File: src/rtl/bfly_pkg.sv
package bfly_pkg;

  // number of register stages from input capture to output register
  localparam int STAGES = 5;

  typedef enum logic [1:0] {
    OP_BFLY   = 2'b00,
    OP_ROTATE = 2'b01,
    OP_UNITY  = 2'b10,
    OP_BFLY_B = 2'b11
  } bfly_op_e;

  typedef struct packed {
    logic adv;      // whole pipeline advances this cycle
    logic zeroA;    // force the first input to zero on capture
    logic twWrite;  // rotate result leaves stage 4: load twiddle
    logic twInit;   // reload twiddle with unity
  } bfly_strobe_t;

endpackage

File: src/rtl/bfly_ctrl.sv
module bfly_ctrl
  import bfly_pkg::*;
(
  input  logic         clk,
  input  logic         rstN,
  input  logic         inValid,
  input  logic [1:0]   inOp,
  input  logic         outReady,
  output logic         inReady,
  output logic         outValid,
  output bfly_strobe_t stb
);

  localparam int TRACK = STAGES - 1;  // stages 1..4 carry occupancy and kind

  logic [TRACK-1:0] vld;
  logic [TRACK-1:0] rot;
  logic             lastVld;
  logic             adv;
  logic             wantTw;
  logic             pipeBusy;
  logic             rotBusy;
  logic             accept;
  logic             enter;
  logic             enterRot;

  assign adv      = !lastVld || outReady;
  assign wantTw   = (inOp == OP_ROTATE) || (inOp == OP_UNITY);
  assign pipeBusy = (|vld) || lastVld;
  assign rotBusy  = |rot;
  assign inReady  = adv && (wantTw ? !pipeBusy : !rotBusy);
  assign accept   = inValid && inReady;
  assign enter    = accept && (inOp != OP_UNITY);
  assign enterRot = accept && (inOp == OP_ROTATE);

  always_ff @(posedge clk) begin
    if (!rstN) begin
      vld     <= '0;
      rot     <= '0;
      lastVld <= 1'b0;
    end else if (adv) begin
      vld     <= {vld[TRACK-2:0], enter};
      rot     <= {rot[TRACK-2:0], enterRot};
      lastVld <= vld[TRACK-1] && !rot[TRACK-1];
    end
  end

  assign outValid    = lastVld;
  assign stb.adv     = adv;
  assign stb.zeroA   = (inOp == OP_ROTATE);
  assign stb.twWrite = adv && vld[TRACK-1] && rot[TRACK-1];
  assign stb.twInit  = accept && (inOp == OP_UNITY);


  rot_into_empty_chk: assert property (@(posedge clk) disable iff (!rstN)
    (inValid && inReady && wantTw) |-> (vld == '0 && !lastVld));


  bfly_not_during_rot_chk: assert property (@(posedge clk) disable iff (!rstN)
    (inValid && inReady && !wantTw) |-> (rot == '0));


  stall_holds_valid_chk: assert property (@(posedge clk) disable iff (!rstN)
    (outValid && !outReady) |=> outValid);


  valid_from_stage4_chk: assert property (@(posedge clk) disable iff (!rstN)
    $rose(outValid) |-> $past(vld[TRACK-1] && !rot[TRACK-1]));

endmodule

File: src/rtl/bfly_datapath.sv
module bfly_datapath
  import bfly_pkg::*;
#(
  parameter int W = 16
) (
  input  logic                clk,
  input  logic                rstN,
  input  bfly_strobe_t        stb,
  input  logic signed [W-1:0] inARe,
  input  logic signed [W-1:0] inAIm,
  input  logic signed [W-1:0] inCRe,
  input  logic signed [W-1:0] inCIm,
  output logic signed [W-1:0] sumRe,
  output logic signed [W-1:0] sumIm,
  output logic signed [W-1:0] difRe,
  output logic signed [W-1:0] difIm
);

  localparam int FRAC = W - 1;
  localparam int PW   = 2 * W;
  localparam int EW   = PW + 1;
  localparam int MAXI = (1 << (W - 1)) - 1;
  localparam int MINI = -(1 << (W - 1));
  localparam int HALF = 1 << (FRAC - 1);
  localparam logic signed [W-1:0] UNITY = W'(MAXI);

  function automatic logic signed [W-1:0] clampW(input logic signed [EW-1:0] v);
    if (v > EW'(MAXI))      return W'(MAXI);
    else if (v < EW'(MINI)) return W'(MINI);
    else                    return v[W-1:0];
  endfunction

  function automatic logic signed [W-1:0] roundQ(input logic signed [PW-1:0] p);
    logic signed [EW-1:0] t;
    t = EW'(p) + EW'(HALF);
    return clampW(t >>> FRAC);
  endfunction

  function automatic logic signed [W-1:0] addSat(input logic signed [W-1:0] a,
                                                 input logic signed [W-1:0] b);
    return clampW(EW'(a) + EW'(b));
  endfunction

  function automatic logic signed [W-1:0] subSat(input logic signed [W-1:0] a,
                                                 input logic signed [W-1:0] b);
    return clampW(EW'(a) - EW'(b));
  endfunction

  // twiddle register
  logic signed [W-1:0] twRe, twIm;

  // stage 1: captured operands
  logic signed [W-1:0] s1ARe, s1AIm, s1CRe, s1CIm;
  // stage 2: raw products
  logic signed [PW-1:0] s2Pcx, s2Pdy, s2Pcy, s2Pdx;
  logic signed [W-1:0]  s2ARe, s2AIm;
  // stage 3: rounded products
  logic signed [W-1:0]  s3Rcx, s3Rdy, s3Rcy, s3Rdx;
  logic signed [W-1:0]  s3ARe, s3AIm;
  // stage 4: rotated second input
  logic signed [W-1:0]  s4Xw, s4Yw;
  logic signed [W-1:0]  s4ARe, s4AIm;
  // stage 5 inputs, also the rotate result
  logic signed [W-1:0]  nSumRe, nSumIm, nDifRe, nDifIm;

  assign nSumRe = addSat(s4ARe, s4Xw);
  assign nSumIm = addSat(s4AIm, s4Yw);
  assign nDifRe = subSat(s4ARe, s4Xw);
  assign nDifIm = subSat(s4AIm, s4Yw);

  always_ff @(posedge clk) begin
    if (stb.adv) begin
      s1ARe <= stb.zeroA ? '0 : inARe;
      s1AIm <= stb.zeroA ? '0 : inAIm;
      s1CRe <= inCRe;
      s1CIm <= inCIm;

      s2Pcx <= PW'(s1CRe) * PW'(twRe);
      s2Pdy <= PW'(s1CIm) * PW'(twIm);
      s2Pcy <= PW'(s1CRe) * PW'(twIm);
      s2Pdx <= PW'(s1CIm) * PW'(twRe);
      s2ARe <= s1ARe;
      s2AIm <= s1AIm;

      s3Rcx <= roundQ(s2Pcx);
      s3Rdy <= roundQ(s2Pdy);
      s3Rcy <= roundQ(s2Pcy);
      s3Rdx <= roundQ(s2Pdx);
      s3ARe <= s2ARe;
      s3AIm <= s2AIm;

      s4Xw  <= subSat(s3Rcx, s3Rdy);
      s4Yw  <= addSat(s3Rcy, s3Rdx);
      s4ARe <= s3ARe;
      s4AIm <= s3AIm;

      sumRe <= nSumRe;
      sumIm <= nSumIm;
      difRe <= nDifRe;
      difIm <= nDifIm;
    end
  end

  always_ff @(posedge clk) begin
    if (!rstN || stb.twInit) begin
      twRe <= UNITY;
      twIm <= '0;
    end else if (stb.twWrite) begin
      twRe <= nSumRe;
      twIm <= nSumIm;
    end
  end


  stall_holds_data_chk: assert property (@(posedge clk) disable iff (!rstN)
    !stb.adv |=> ($stable(sumRe) && $stable(sumIm) && $stable(difRe) && $stable(difIm)));


  reload_unity_chk: assert property (@(posedge clk) disable iff (!rstN)
    stb.twInit |=> (twRe == UNITY && twIm == '0));

endmodule

File: src/rtl/cplx_bfly.sv
module cplx_bfly
  import bfly_pkg::*;
#(
  parameter int W = 16
) (
  input  logic                clk,
  input  logic                rstN,
  input  logic                inValid,
  output logic                inReady,
  input  logic [1:0]          inOp,
  input  logic signed [W-1:0] inARe,
  input  logic signed [W-1:0] inAIm,
  input  logic signed [W-1:0] inCRe,
  input  logic signed [W-1:0] inCIm,
  output logic                outValid,
  input  logic                outReady,
  output logic signed [W-1:0] sumRe,
  output logic signed [W-1:0] sumIm,
  output logic signed [W-1:0] difRe,
  output logic signed [W-1:0] difIm
);

  bfly_strobe_t stb;

  bfly_ctrl i_ctrl (
    .clk      (clk),
    .rstN     (rstN),
    .inValid  (inValid),
    .inOp     (inOp),
    .outReady (outReady),
    .inReady  (inReady),
    .outValid (outValid),
    .stb      (stb)
  );

  bfly_datapath #(.W(W)) i_dp (
    .clk   (clk),
    .rstN  (rstN),
    .stb   (stb),
    .inARe (inARe),
    .inAIm (inAIm),
    .inCRe (inCRe),
    .inCIm (inCIm),
    .sumRe (sumRe),
    .sumIm (sumIm),
    .difRe (difRe),
    .difIm (difIm)
  );

endmodule

File: config.mk
export PLATFORM = sky130hd
export DESIGN_NAME = cplx_bfly
export DESIGN_NICKNAME = d
export VERILOG_FILES = /design/src/rtl/bfly_pkg.sv /design/src/rtl/bfly_ctrl.sv /design/src/rtl/bfly_datapath.sv /design/src/rtl/cplx_bfly.sv
export SDC_FILE = /design/constraint.sdc
export NUM_CORES = 2
export LEC_CHECK = 0
export BUFFER_PORTS_ARGS = -buffer_cell sky130_fd_sc_hd__buf_4
export CORE_MARGIN = 1.5
export CORE_UTILIZATION = 35
export CTS_BUF_LIST = sky130_fd_sc_hd__clkbuf_8
export DETAILED_ROUTE_END_ITERATION = 8
export HOLD_SLACK_MARGIN = 0.03
export PLACE_DENSITY = 0.62
export SYNTH_ARGS = -nofsm -noshare
export SYNTH_HDL_FRONTEND = slang
export SYNTH_SLANG_ARGS = --single-unit
File: constraint.sdc
create_clock -name clk -period 16 [get_ports clk]
set_input_delay 4.8 -clock clk [delete_from_list [all_inputs] [get_ports clk]]
set_output_delay 4.8 -clock clk [all_outputs]
set_load 0.05 [all_outputs]
==> key figures <==
Timing
  • Final Hold Vio Count: 0
  • Max Clk Rate: 90.2 MHz
  • RSZ-0062 raised after global routing: no
  • Setup TNS: 0 ns
  • Fin crit share: 69.3%
  • Post-layout min period: 11.09 ns
  • Slew headroom: 17.5%
  • # setup viols final: 0
  • Worst slew pin tran: 1.24 ns
  • Final Skew: 0.0602 ns
  • Fin. max-slew vios: 0
  • Worst hold slack: 0.413 ns

Power
  • Power Dens Cells: 207 nW/um2
  • Reg power frac: 17.0%
  • Internal power: 0.00686 W
  • Psw: 0.00631 W
  • Logic gate share of total power: 74.2%
  • Switch share: 47.9%
  • Maximum VDD drop: 0.000451 V
  • Pleak: 30.7 nW
  • Clock power frac: 8.8%

GRT
  • Routing usage on met3: 2.74%
  • Largest net degree at the start of global routing: 178
  • Met1 GRT Util: 21.8%
  • Congestion Overflow GR: 0
  • Met2 Track Usage GR: 27.0%
  • Vias in the first global route: 41900
  • Initial antenna violation count: 10
  • GRT Util Overall: 16.3%
  • Gr busiest metal: met2
  • Global-route wire length before repair: 220000 um

Worst setup path
  • Setup Crit Path Kind: input pin to primary output
  • Biggest cell delay along the critical path: 0.93 ns
  • Cells on worst reg2reg path: 22
  • Max FO, Critical Path: 10
  • Slowest CP cell: nor2b_1
  • Critical Path Start Type: input pin
  • Crit path arrival time: 6.29 ns
  • CP Data Required Time: 11.20 ns
  • Worst path cell trace: buf_4, nor2b_1, nor2_1, buf_4
  • Cell family with most CP delay: simple AND/OR/NAND/NOR gates
  • R2R Setup Slk: 9.01 ns
  • CP Capture Type: primary output
  • FF-to-FF End: i_dp.s2Pdy[26]
  • Most used cell along the critical path: buf_4
  • Worst reg2reg path startpoint: i_dp.s1CIm[6]
  • Buffers & Inverters on Critical Path: 2

Clock tree
  • # H-tree levels: 3
  • CTS resizes: 0
  • Hold buffer count at cts: 0
  • # Post-CTS Setup Buffers: 0
  • CTS buffer count: 83
  • # clock sinks: 433
  • Root buffer cell: clkbuf_8
  • TritonCTS clock tree: yes
  • Longest Clk Path Bufs: 3
  • Clk Latency, worst-skew pair: 0.79 ns
  • Worst-path clk slew: 0.05 ns

Cells and area
  • Most frequent cells in the layout: inv_1 (1343), fa_1 (1050), nand2_1 (564), and2_1 (499), ha_1 (417)
  • Fraction of layout cells with a size suffix above 1: 6.54%
  • Design area: 63500 um2
  • Area grow syn2layout: 8.66%
  • Most common cell after layout, fill and taps aside: inv_1
  • Final core occ: 38.4%
  • Fillers: 16300
  • Nets: 7418

Synthesis
  • Post-Synth Simple-Gate Area: 13.2%
  • Seq/Total Area, Yosys: 21.6%
  • Synth warn: 0
  • Avg Cell Area, Syn: 10.0 um2
  • Syn Nets: 7372
  • Async set-or-reset flop fraction in the synthesized netlist: 0%
  • Leading area contributor after synthesis: fa_1
  • Synth Area in Compound Gates: 6.51%
  • Synth Area in Adders: 45.1%
  • Flops & latches, synth: 433
  • Post-synth EDFFs: 392
  • Post-synthesis cell type count: 93
  • Largest family of logic cells by synthesized area: adder cells
  • Synth Instances: 5834
  • Top cell type's share of synthesized area: 36.0%
  • Post-synthesis mux area share: 0.0428%
  • Mapped Area: 58400 um2
  • Ys flop type: edfxtp_1
  • Synth top area cells: fa_1 (36%), edfxtp_1 (20%), ha_1 (9.0%), inv_1 (8.6%), and2_1 (5.3%)
  • Post-Synth XOR/XNOR Area: 3.40%

Drt
  • DRC: 0
  • WL per Instance: 16.4 um
  • Total number of vias: 39200
  • Pre-antenna DRT Iters: 5
  • Final WL: 133000 um
  • DR iter-0 viols: 2331
  • Post-route ant nets: 0
  • Drt via density: 4.81

Place
  • Area of placed instances: 61700 um2
  • Count of input and output buffers: 135
  • DP Wirelength: 102000 um
  • Gpl congestion: 0.838

Floorplan
  • # rows: 149
  • Die Y: 412 um
  • Die ar.: 169000 um2
  • Starting density of the core: 35.3%
  • Ports: 136
  • Chip Width: 412 um
  • Core ar.: 165000 um2

Worst hold path
  • Worst hold start: i_dp.s2AIm[15]
  • Hold EP: i_dp.s3AIm[15]
  • WHS Path Cells: 0
  • Hold crit path type: flip-flop to flip-flop

Outcome
  • Status: completed

Run
  • Max Cap Viol: 0
## Yosys cell counts (15+ instances only)
| cell | n |
|---|---|
| edfxtp_1 | 392 |
| nor3_1 | 52 |
| and3_1 | 18 |
| clkbuf_1 | 219 |
| a21oi_1 | 155 |
| nand2_1 | 564 |
| nand4_1 | 23 |
| and2_1 | 499 |
| o31ai_1 | 15 |
| o21ai_0 | 139 |
| inv_1 | 1334 |
| o21a_1 | 50 |
| nor2_1 | 192 |
| nand3_1 | 62 |
| xor2_1 | 77 |
| dfxtp_1 | 41 |
| nor2b_1 | 50 |
| fa_1 | 1050 |
| a211oi_1 | 15 |
| nand2b_1 | 46 |
| a21o_1 | 42 |
| ha_1 | 418 |
| xnor2_1 | 148 |
## routing by layer
metal / vias up / routed length [um]
met5: - / 31
met4: 4 / 3870
met3: 206 / 7380
met2: 912 / 63100
met1: 20100 / 58900
li1: 17900 / -
## final cells by class
cell class | instances | area, um2 | area share (%)
Clock inverter | 61 | 487 | 0.767
Clock buffer | 90 | 1240 | 1.95
Antenna cell | 2 | 5.00 | 0.00788
Inverter | 1335 | 5030 | 7.92
Tap cell | 2189 | 2740 | 4.31
Timing Repair Buffer | 203 | 1540 | 2.42
Sequential cell | 433 | 12600 | 19.8
Multi-Input combinational cell | 3824 | 39800 | 62.8
## worst reg2reg max path, stage by stage (launching register included)
cell	delay, ns
edfxtp_1	0.36
buf_4	0.27
and2_1	0.27
fa_1	0.54
inv_1	0.06
fa_1	0.50
fa_1	0.53
inv_1	0.05
fa_1	0.48
fa_1	0.57
inv_1	0.07
fa_1	0.54
inv_1	0.05
ha_1	0.32
nand4_1	0.13
a211oi_1	0.05
a211oi_1	0.56
nand2_1	0.24
a21o_1	0.26
a21oi_1	0.32
nor2b_1	0.28
o21ai_0	0.14
xor2_1	0.15
## power by group through the flow
stage / combinational [W] / clock, W / sequential, W
floorplan: 0.00744 / 0 / 0.00248
global route: 0.0112 / 0.00126 / 0.00226
detailed placement: 0.00985 / 0 / 0.00226
CTS: 0.00992 / 0.00122 / 0.00224
global placement: 0.00966 / 0 / 0.00225
finish: 0.00976 / 0.00116 / 0.00224
## how the worst max path moves through the flow
stage / to / slack, ns / startpoint / cells past startpoint
2_1_floorplan: i_dp.twIm[10] / 4.71 / outReady / 8
3_3_place_gp: inReady / 4.93 / outReady / 4
3_5_place_dp: inReady / 4.92 / outReady / 4
4_1_cts: inReady / 4.92 / outReady / 4
5_1_grt: inReady / 4.85 / outReady / 4
6_report: inReady / 4.91 / outReady / 4
## metrics by stage
stage	cells	power [W]	setup slack, ns
floorplan	5834	0.00992	4.71
global placement	7984	0.0119	4.93
detailed placement	7984	0.0121	4.92
CTS	8135	0.0134	4.92
global route	8137	0.0147	4.85
finish	8137	0.0132	4.91
## registers in the layout (all words and copies together) (netlist names), 18 cells and up
name,flops
i_dp.s2Pcx,18
i_dp.s2Pcy,18
i_dp.s2Pdx,18
i_dp.s2Pdy,18
## cell families after synthesis
kind of cell | after synthesis
flops | 433
mux | 2
compound gates | 570
simple gates | 1550
buf+inv | 1577
xor+xnor | 226
fa+ha+maj | 1476
Note: power is estimated with default switching activity, not from simulation.
